$ cat config.mk
export PLATFORM = sky130hd
export DESIGN_NAME = gpio_evt_top
export DESIGN_NICKNAME = d
export VERILOG_FILES = /design/src/rtl/gpio_evt_pkg.sv /design/src/rtl/gpio_evt_ctrl.sv /design/src/rtl/gpio_evt_datapath.sv /design/src/rtl/gpio_evt_top.sv
export SDC_FILE = /design/constraint.sdc
export NUM_CORES = 1
export LEC_CHECK = 0
export ABC_CLOCK_PERIOD_IN_PS = 3200
export BUFFER_PORTS_ARGS = -buffer_cell sky130_fd_sc_hd__buf_2
export CAP_MARGIN = 20
export CORE_MARGIN = 4
export CORE_UTILIZATION = 50
export CTS_BUF_LIST = sky130_fd_sc_hd__clkbuf_4 sky130_fd_sc_hd__clkbuf_8 sky130_fd_sc_hd__clkbuf_16
export DETAILED_ROUTE_END_ITERATION = 7
export PLACE_DENSITY = 0.69
export SYNTH_ARGS = -nofsm -noshare
export SYNTH_HDL_FRONTEND = slang
export SYNTH_SLANG_ARGS = --single-unit
$ cat constraint.sdc
create_clock -name clk -period 3.2 [get_ports clk]
set_input_delay 0.64 -clock clk [delete_from_list [all_inputs] [get_ports clk]]
set_output_delay 0.64 -clock clk [all_outputs]
set_load 0.01 [all_outputs]
$ cat src/rtl/gpio_evt_pkg.sv
package gpio_evt_pkg;

  // Word offsets of the register port; software depends on this layout.
  typedef enum logic [2:0] {
    OFS_STATUS = 3'd0,
    OFS_IRQEN  = 3'd1,
    OFS_WAKEEN = 3'd2,
    OFS_LVLLO  = 3'd3,
    OFS_LVLHI  = 3'd4,
    OFS_RISE   = 3'd5,
    OFS_FALL   = 3'd6,
    OFS_PINS   = 3'd7
  } regOfs_t;

  // Strobes from the decode to the datapath, at most one per cycle.
  typedef struct packed {
    logic clrStatus;
    logic ldIrqEn;
    logic ldWakeEn;
    logic ldLvlLo;
    logic ldLvlHi;
    logic ldRise;
    logic ldFall;
  } regStrobe_t;

endpackage

$ cat src/rtl/gpio_evt_ctrl.sv
module gpio_evt_ctrl
  import gpio_evt_pkg::*;
(
  input  logic       clk,
  input  logic       rstN,
  input  logic       regWr,
  input  logic [2:0] regAddr,
  output regStrobe_t strb
);

  always_comb begin
    strb = '0;
    if (regWr) begin
      case (regOfs_t'(regAddr))
        OFS_STATUS: strb.clrStatus = 1'b1;
        OFS_IRQEN:  strb.ldIrqEn   = 1'b1;
        OFS_WAKEEN: strb.ldWakeEn  = 1'b1;
        OFS_LVLLO:  strb.ldLvlLo   = 1'b1;
        OFS_LVLHI:  strb.ldLvlHi   = 1'b1;
        OFS_RISE:   strb.ldRise    = 1'b1;
        OFS_FALL:   strb.ldFall    = 1'b1;
        default:    strb = '0;
      endcase
    end
  end


  strobe_onehot_chk: assert property (@(posedge clk) disable iff (!rstN)
    $onehot0(strb));


  pins_readonly_chk: assert property (@(posedge clk) disable iff (!rstN)
    (regWr && regAddr == 3'd7) |-> (strb == '0));

endmodule

$ cat src/rtl/gpio_evt_datapath.sv
module gpio_evt_datapath
  import gpio_evt_pkg::*;
#(
  parameter int LINES = 32
) (
  input  logic             clk,
  input  logic             rstN,
  input  regStrobe_t       strb,
  input  logic [LINES-1:0] wdata,
  input  logic [2:0]       rdAddr,
  input  logic [LINES-1:0] pinIn,
  output logic [LINES-1:0] rdata,
  output logic             irqOut,
  output logic             wakeOut
);

  logic [LINES-1:0] statusQ, irqEnQ, wakeEnQ, lvlLoQ, lvlHiQ, riseEnQ, fallEnQ;
  logic [LINES-1:0] pinPrevQ;
  logic [LINES-1:0] evtVec;
  logic [LINES-1:0] clrMask;
  logic [LINES-1:0] statusD;
  logic             clrNow;

  // Configuration registers
  always_ff @(posedge clk) begin
    if (!rstN) begin
      irqEnQ  <= '0;
      wakeEnQ <= '0;
      lvlLoQ  <= '0;
      lvlHiQ  <= '0;
      riseEnQ <= '0;
      fallEnQ <= '0;
    end else begin
      if (strb.ldIrqEn)  irqEnQ  <= wdata;
      if (strb.ldWakeEn) wakeEnQ <= wdata;
      if (strb.ldLvlLo)  lvlLoQ  <= wdata;
      if (strb.ldLvlHi)  lvlHiQ  <= wdata;
      if (strb.ldRise)   riseEnQ <= wdata;
      if (strb.ldFall)   fallEnQ <= wdata;
    end
  end

  // Per-line event detection against the value seen on the previous edge
  for (genvar i = 0; i < LINES; i++) begin : g_line
    logic roseNow, fellNow;
    assign roseNow   = pinIn[i] & ~pinPrevQ[i];
    assign fellNow   = ~pinIn[i] & pinPrevQ[i];
    assign evtVec[i] = (riseEnQ[i] & roseNow) | (fallEnQ[i] & fellNow)
                     | (lvlHiQ[i] & pinIn[i]) | (lvlLoQ[i] & ~pinIn[i]);
  end

  assign clrNow  = strb.clrStatus;
  assign clrMask = clrNow ? wdata : '0;
  // A fresh event overrides a clear on the same edge
  assign statusD = (statusQ & ~clrMask) | evtVec;

  always_ff @(posedge clk) begin
    if (!rstN) begin
      statusQ  <= '0;
      pinPrevQ <= '0;
    end else begin
      statusQ  <= statusD;
      pinPrevQ <= pinIn;
    end
  end

  always_comb begin
    case (regOfs_t'(rdAddr))
      OFS_STATUS: rdata = statusQ;
      OFS_IRQEN:  rdata = irqEnQ;
      OFS_WAKEEN: rdata = wakeEnQ;
      OFS_LVLLO:  rdata = lvlLoQ;
      OFS_LVLHI:  rdata = lvlHiQ;
      OFS_RISE:   rdata = riseEnQ;
      OFS_FALL:   rdata = fallEnQ;
      default:    rdata = pinIn;
    endcase
  end

  assign irqOut  = |(statusQ & irqEnQ);
  assign wakeOut = |(statusQ & wakeEnQ);


  status_hold_chk: assert property (@(posedge clk) disable iff (!rstN)
    !clrNow |=> (($past(statusQ) & ~statusQ) == '0));


  level_set_chk: assert property (@(posedge clk) disable iff (!rstN)
    1'b1 |=> ((((($past(pinIn) & $past(lvlHiQ)) | (~$past(pinIn) & $past(lvlLoQ))))
               & ~statusQ) == '0));


  event_wins_chk: assert property (@(posedge clk) disable iff (!rstN)
    clrNow |=> (($past(evtVec) & ~statusQ) == '0));


  irq_gate_chk: assert property (@(posedge clk) disable iff (!rstN)
    irqOut |-> (irqEnQ != '0));


  wake_gate_chk: assert property (@(posedge clk) disable iff (!rstN)
    wakeOut |-> (wakeEnQ != '0));

endmodule

$ cat src/rtl/gpio_evt_top.sv
module gpio_evt_top
  import gpio_evt_pkg::*;
#(
  parameter int LINES = 32
) (
  input  logic             clk,
  input  logic             rstN,
  input  logic             regWr,
  input  logic [2:0]       regAddr,
  input  logic [LINES-1:0] regWdata,
  output logic [LINES-1:0] regRdata,
  input  logic [LINES-1:0] pinIn,
  output logic             irqOut,
  output logic             wakeOut
);

  regStrobe_t strb;

  gpio_evt_ctrl u_ctrl (
    .clk     (clk),
    .rstN    (rstN),
    .regWr   (regWr),
    .regAddr (regAddr),
    .strb    (strb)
  );

  gpio_evt_datapath #(.LINES(LINES)) u_dp (
    .clk     (clk),
    .rstN    (rstN),
    .strb    (strb),
    .wdata   (regWdata),
    .rdAddr  (regAddr),
    .pinIn   (pinIn),
    .rdata   (regRdata),
    .irqOut  (irqOut),
    .wakeOut (wakeOut)
  );

endmodule

# Word-level counts from Yosys, hierarchy flattened
# Cells that the tools add are included.
# word_totals
word_cells	384
regBits	256
output_inout_bits	34
input_bits	70
# op_classes
n_bitwise	357
n_eq_ne	6
reduce_logical	3
muxes	10
# ops
operator	count
$pmux 32 s7	1
$and 1x1->1	192
$and 32x32->32	3
$or 1x1->1	96
$not 1->1	64
$reduce_or 32->1	2
$mux 32	1
$not 32->32	1
$or 32x32->32	1
$eq 3x3->1 const B	3
$mux 1	7
$mux 7	1
$eq 3x2->1 const B	2
$eq 3x1->1 const B	1
$logic_not 3->1	1

# Logic depth before layout (Yosys ltp)
# logic_depth
word_depth	7
depth_mapped	7
ltp_nobuf	4

# Hierarchy
# Synthesis repeated with hierarchy kept, for this count alone.
# hier_totals
hier_cells	1306
area_unflattened_um2	12386.9
# modules_own_cells
module	area_each_um2	cells_per_inst	instances
gpio_evt_datapath	12300.5	1299	1
gpio_evt_ctrl	86.3	7	1

# Least setup slack after synthesis
# OpenSTA, ideal clock, no wires.
# synth_timing
path_type	input to output
start	in regAddr[2]
end	out regRdata[30]
path_stages	7
setup_slack_ns	0.819
t_arrival_ns	1.741
path_buffers	4
cell_sequence	buf_4 > buf_2 > buf_4 > buf_2 > o21ai_0 > a22oi_1 > a21oi_1
# synth_via
elab_chain_len	2
word_cells_on_any_way	8
classes_between	6 x eq/ne; 1 x mux; 1 x reduce/logical
# synth_rtl
element	line_no	text
from (decl)	gpio_evt_top.sv:9	input logic [2:0] regAddr,
$eq 3x3->1 (tied with other cells)	gpio_evt_datapath.sv:68	case (regOfs_t'(rdAddr))
$pmux 32 s7 *	gpio_evt_datapath.sv:68	
to (decl)	gpio_evt_top.sv:11	output logic [LINES-1:0] regRdata,
# Mark *: on every way between the ends. The rest lies on a longest branch, timed or not.

# Worst setup path in the final report
# layout_timing
start	in regAddr[0]
end	out regRdata[1]
# The elaborated chain is that of the path after synthesis.

==> impl_metrics.ini <==
[clock_tree]
cts_root_buf = clkbuf_16
h-tree-depth = 1
ctsHoldBuffers = 0
ctsResizeCount = 0
cts_made_buffers = 28
path_clk_slew_ns = 0.06
clkSinkCount = 256
clock_path_buffers = 3
post-cts-setup-buffer-count = 0
clk_latency_ns = 0.54
cts_tree = built

[sta]
hold_violations = 0
min_period_ns = 3.022
slew_violations = 0
rsz0062_at_grt = false
layout_setup_ws_ns = 0.1784
setup_tns_ns = 0
fin_skew_ns = 0.01122
fin_crit_sh = 0.9443
tightest_slew_ns = 0.7856
setup_viol = 0
relSlewSlack = 0.4752
fmax_ghz = 0.3309

[route]
avgRoutedWirePerCell_um = 21.48
ant_nets = 0
drc = 0
dr.pass1.iters = 5
drtIter0Drc = 1360
vias = 11440
wl_mm = 40.36
via_per_inst = 6.088

[pwr]
p_leak_uw = 0.004921
p_per_area_nw_per_um2 = 537.4
power.total_uw = 7503
peakVddDrop_mv = 0.3753

[placement]
gp_congestion = 0.9254
portBuffers = 103
place.detailed.hpwl_mm = 26.77
pre_cts_ws_ns = 0.2539
dp_cells = 1829

[hold_path]
hold_path_class = input pin to register

[critical_path]
slowest_delay_ns = 0.44
path_common_cell = buf_2
crit_slowest_cell = buf_4
crit_chain = buf_2, buf_4, mux2_2, a22oi_1, o211ai_1, o21a_1, buf_2
required_ns = 2.56
cp-start-kind = input pin
path_buf_inv = 3
crit_type = input pin to output port
worst-path-max-fanout = 29
cp.arrival_ns = 2.38
critPathCaptureType = output port
r2r_slack_ns = 2.25
path_delay_family = buffers and inverters

[synth]
synth-seq-cells = 256
yosysWarnings = 0
synth_nets = 1541
synth_area_per_cell_um2 = 8.220
ys_seq_area_frac = 0.4238
syn_area_um2 = 12090
ys_types = 38
syn_inst = 1471

[grt]
grt_max_degree = 85
antenna_found_initial = 2
grt_pass1_wl_mm = 62.83
track_usage = 0.2979
first_global_vias = 10800
grt_overflow_total = 0

[floorplanning]
initial_core_util = 0.5121
dieArea_um2 = 26740
die-height_um = 163.5
pin_count = 104
die_w_um = 163.5
row_count = 56
coreArea_um2 = 23610

[final_layout]
drive_gt1_frac = 0.1488
final_cells = 1879
syn_to_final_growth_pct = 15.46
final_cell_mix = 402 x nand2_1, 256 x dfxtp_1, 116 x a21boi_1, 108 x a21boi_0, 102 x buf_2
final_common_cell = nand2_1
fin_util = 0.5912
fin_nets = 1610

[job]
drv_cap = 0

[run_status]
status = finished clean
logic make-up after synthesis:
kind of cell | Yosys count | synth area share
and+or+nand+nor | 496 | 0.1732
muxes | 26 | 0.02401
AOI/OAI and AO/OA | 551 | 0.3290
DFF | 256 | 0.4238
buffers and inverters | 142 | 0.04998
flip-flops by register name (all words and copies together), names as in the netlist:
name and cells:
u_dp.fallEnQ 32, u_dp.irqEnQ 32, u_dp.statusQ 32, u_dp.riseEnQ 32, u_dp.pinPrevQ 32, u_dp.wakeEnQ 32
u_dp.lvlLoQ 32, u_dp.lvlHiQ 32
stage by stage:
step	hold WS [ns]	area [um2]
after detailed placement	0.4615	12990
after floorplan	0.4432	12090
after global placement	0.4540	12990
after CTS	0.3314	13960
after global routing	0.3472	13960
final	0.3494	13960
final timing paths:
check	start	end	depth (start not counted)
worst max-delay path	regAddr[0]	regRdata[1]	7
worst min-delay path	pinIn[27]	u_dp.pinPrevQ[27]	2
worst max register to register	u_dp.pinPrevQ[16]	u_dp.statusQ[16]	3
worst min register to register	u_dp.riseEnQ[18]	u_dp.riseEnQ[18]	2
Yosys cell counts (all sizes together):
cell type | instances | area share
clkbuf | 69 | 0.022
nor2 | 6 | 0.0021
mux2i | 2 | 0.0017
a221oi | 6 | 0.0043
nor3 | 4 | 0.0029
nand4 | 8 | 0.0041
or3 | 1 | 0.00052
a21oi | 65 | 0.027
o21ai | 14 | 0.0058
nor2b | 29 | 0.015
a211oi | 32 | 0.020
a21o | 1 | 0.00062
a32oi | 1 | 0.00072
o221ai | 24 | 0.017
mux2 | 24 | 0.022
and3 | 1 | 0.00052
inv | 32 | 0.0099
nand2 | 402 | 0.12
a21boi | 224 | 0.14
a31oi | 7 | 0.0036
a2bb2oi | 1 | 0.00072
buf | 41 | 0.018
o211ai | 26 | 0.016
nand3 | 4 | 0.0017
a22oi | 87 | 0.054
and2 | 33 | 0.017
o22a | 6 | 0.0043
dfxtp | 256 | 0.42
and3b | 1 | 0.00072
o21a | 57 | 0.035
or4 | 2 | 0.0012
nand2b | 5 | 0.0026
worst reg2reg max path: stages (launching register included):
cell and delay [ns]:
dfxtp_1 0.32, a211oi_1 0.26, a21oi_1 0.08, o21a_1 0.19
report_power, final:
group	internal, uW	switching [uW]	total, uW
Sequential	3290	117	3410
Clock	2060	1300	3360
Combinational	295	437	732
layout make-up:
type | instances | area [um2]
Fill cell | 2134 | 9652
Clock buffer | 43 | 893.4
Sequential cell | 256 | 5125
Tap cell | 319 | 399.1
Antenna cell | 1 | 2.502
Inverter | 32 | 120.1
Multi-Input combinational cell | 1073 | 6399
Timing Repair Buffer | 149 | 942.2
Clock inverter | 6 | 80.08
per-layer routing:
metal  vias up  part of all wire  GRT usage
li1       5314                 -          -
met5         -           0.00032          0
met2       504              0.44     0.4602
met3        93             0.088    0.05804
met4         2             0.032    0.09417
met1      5527              0.44     0.4213
(Power assumes the default switching activity.)
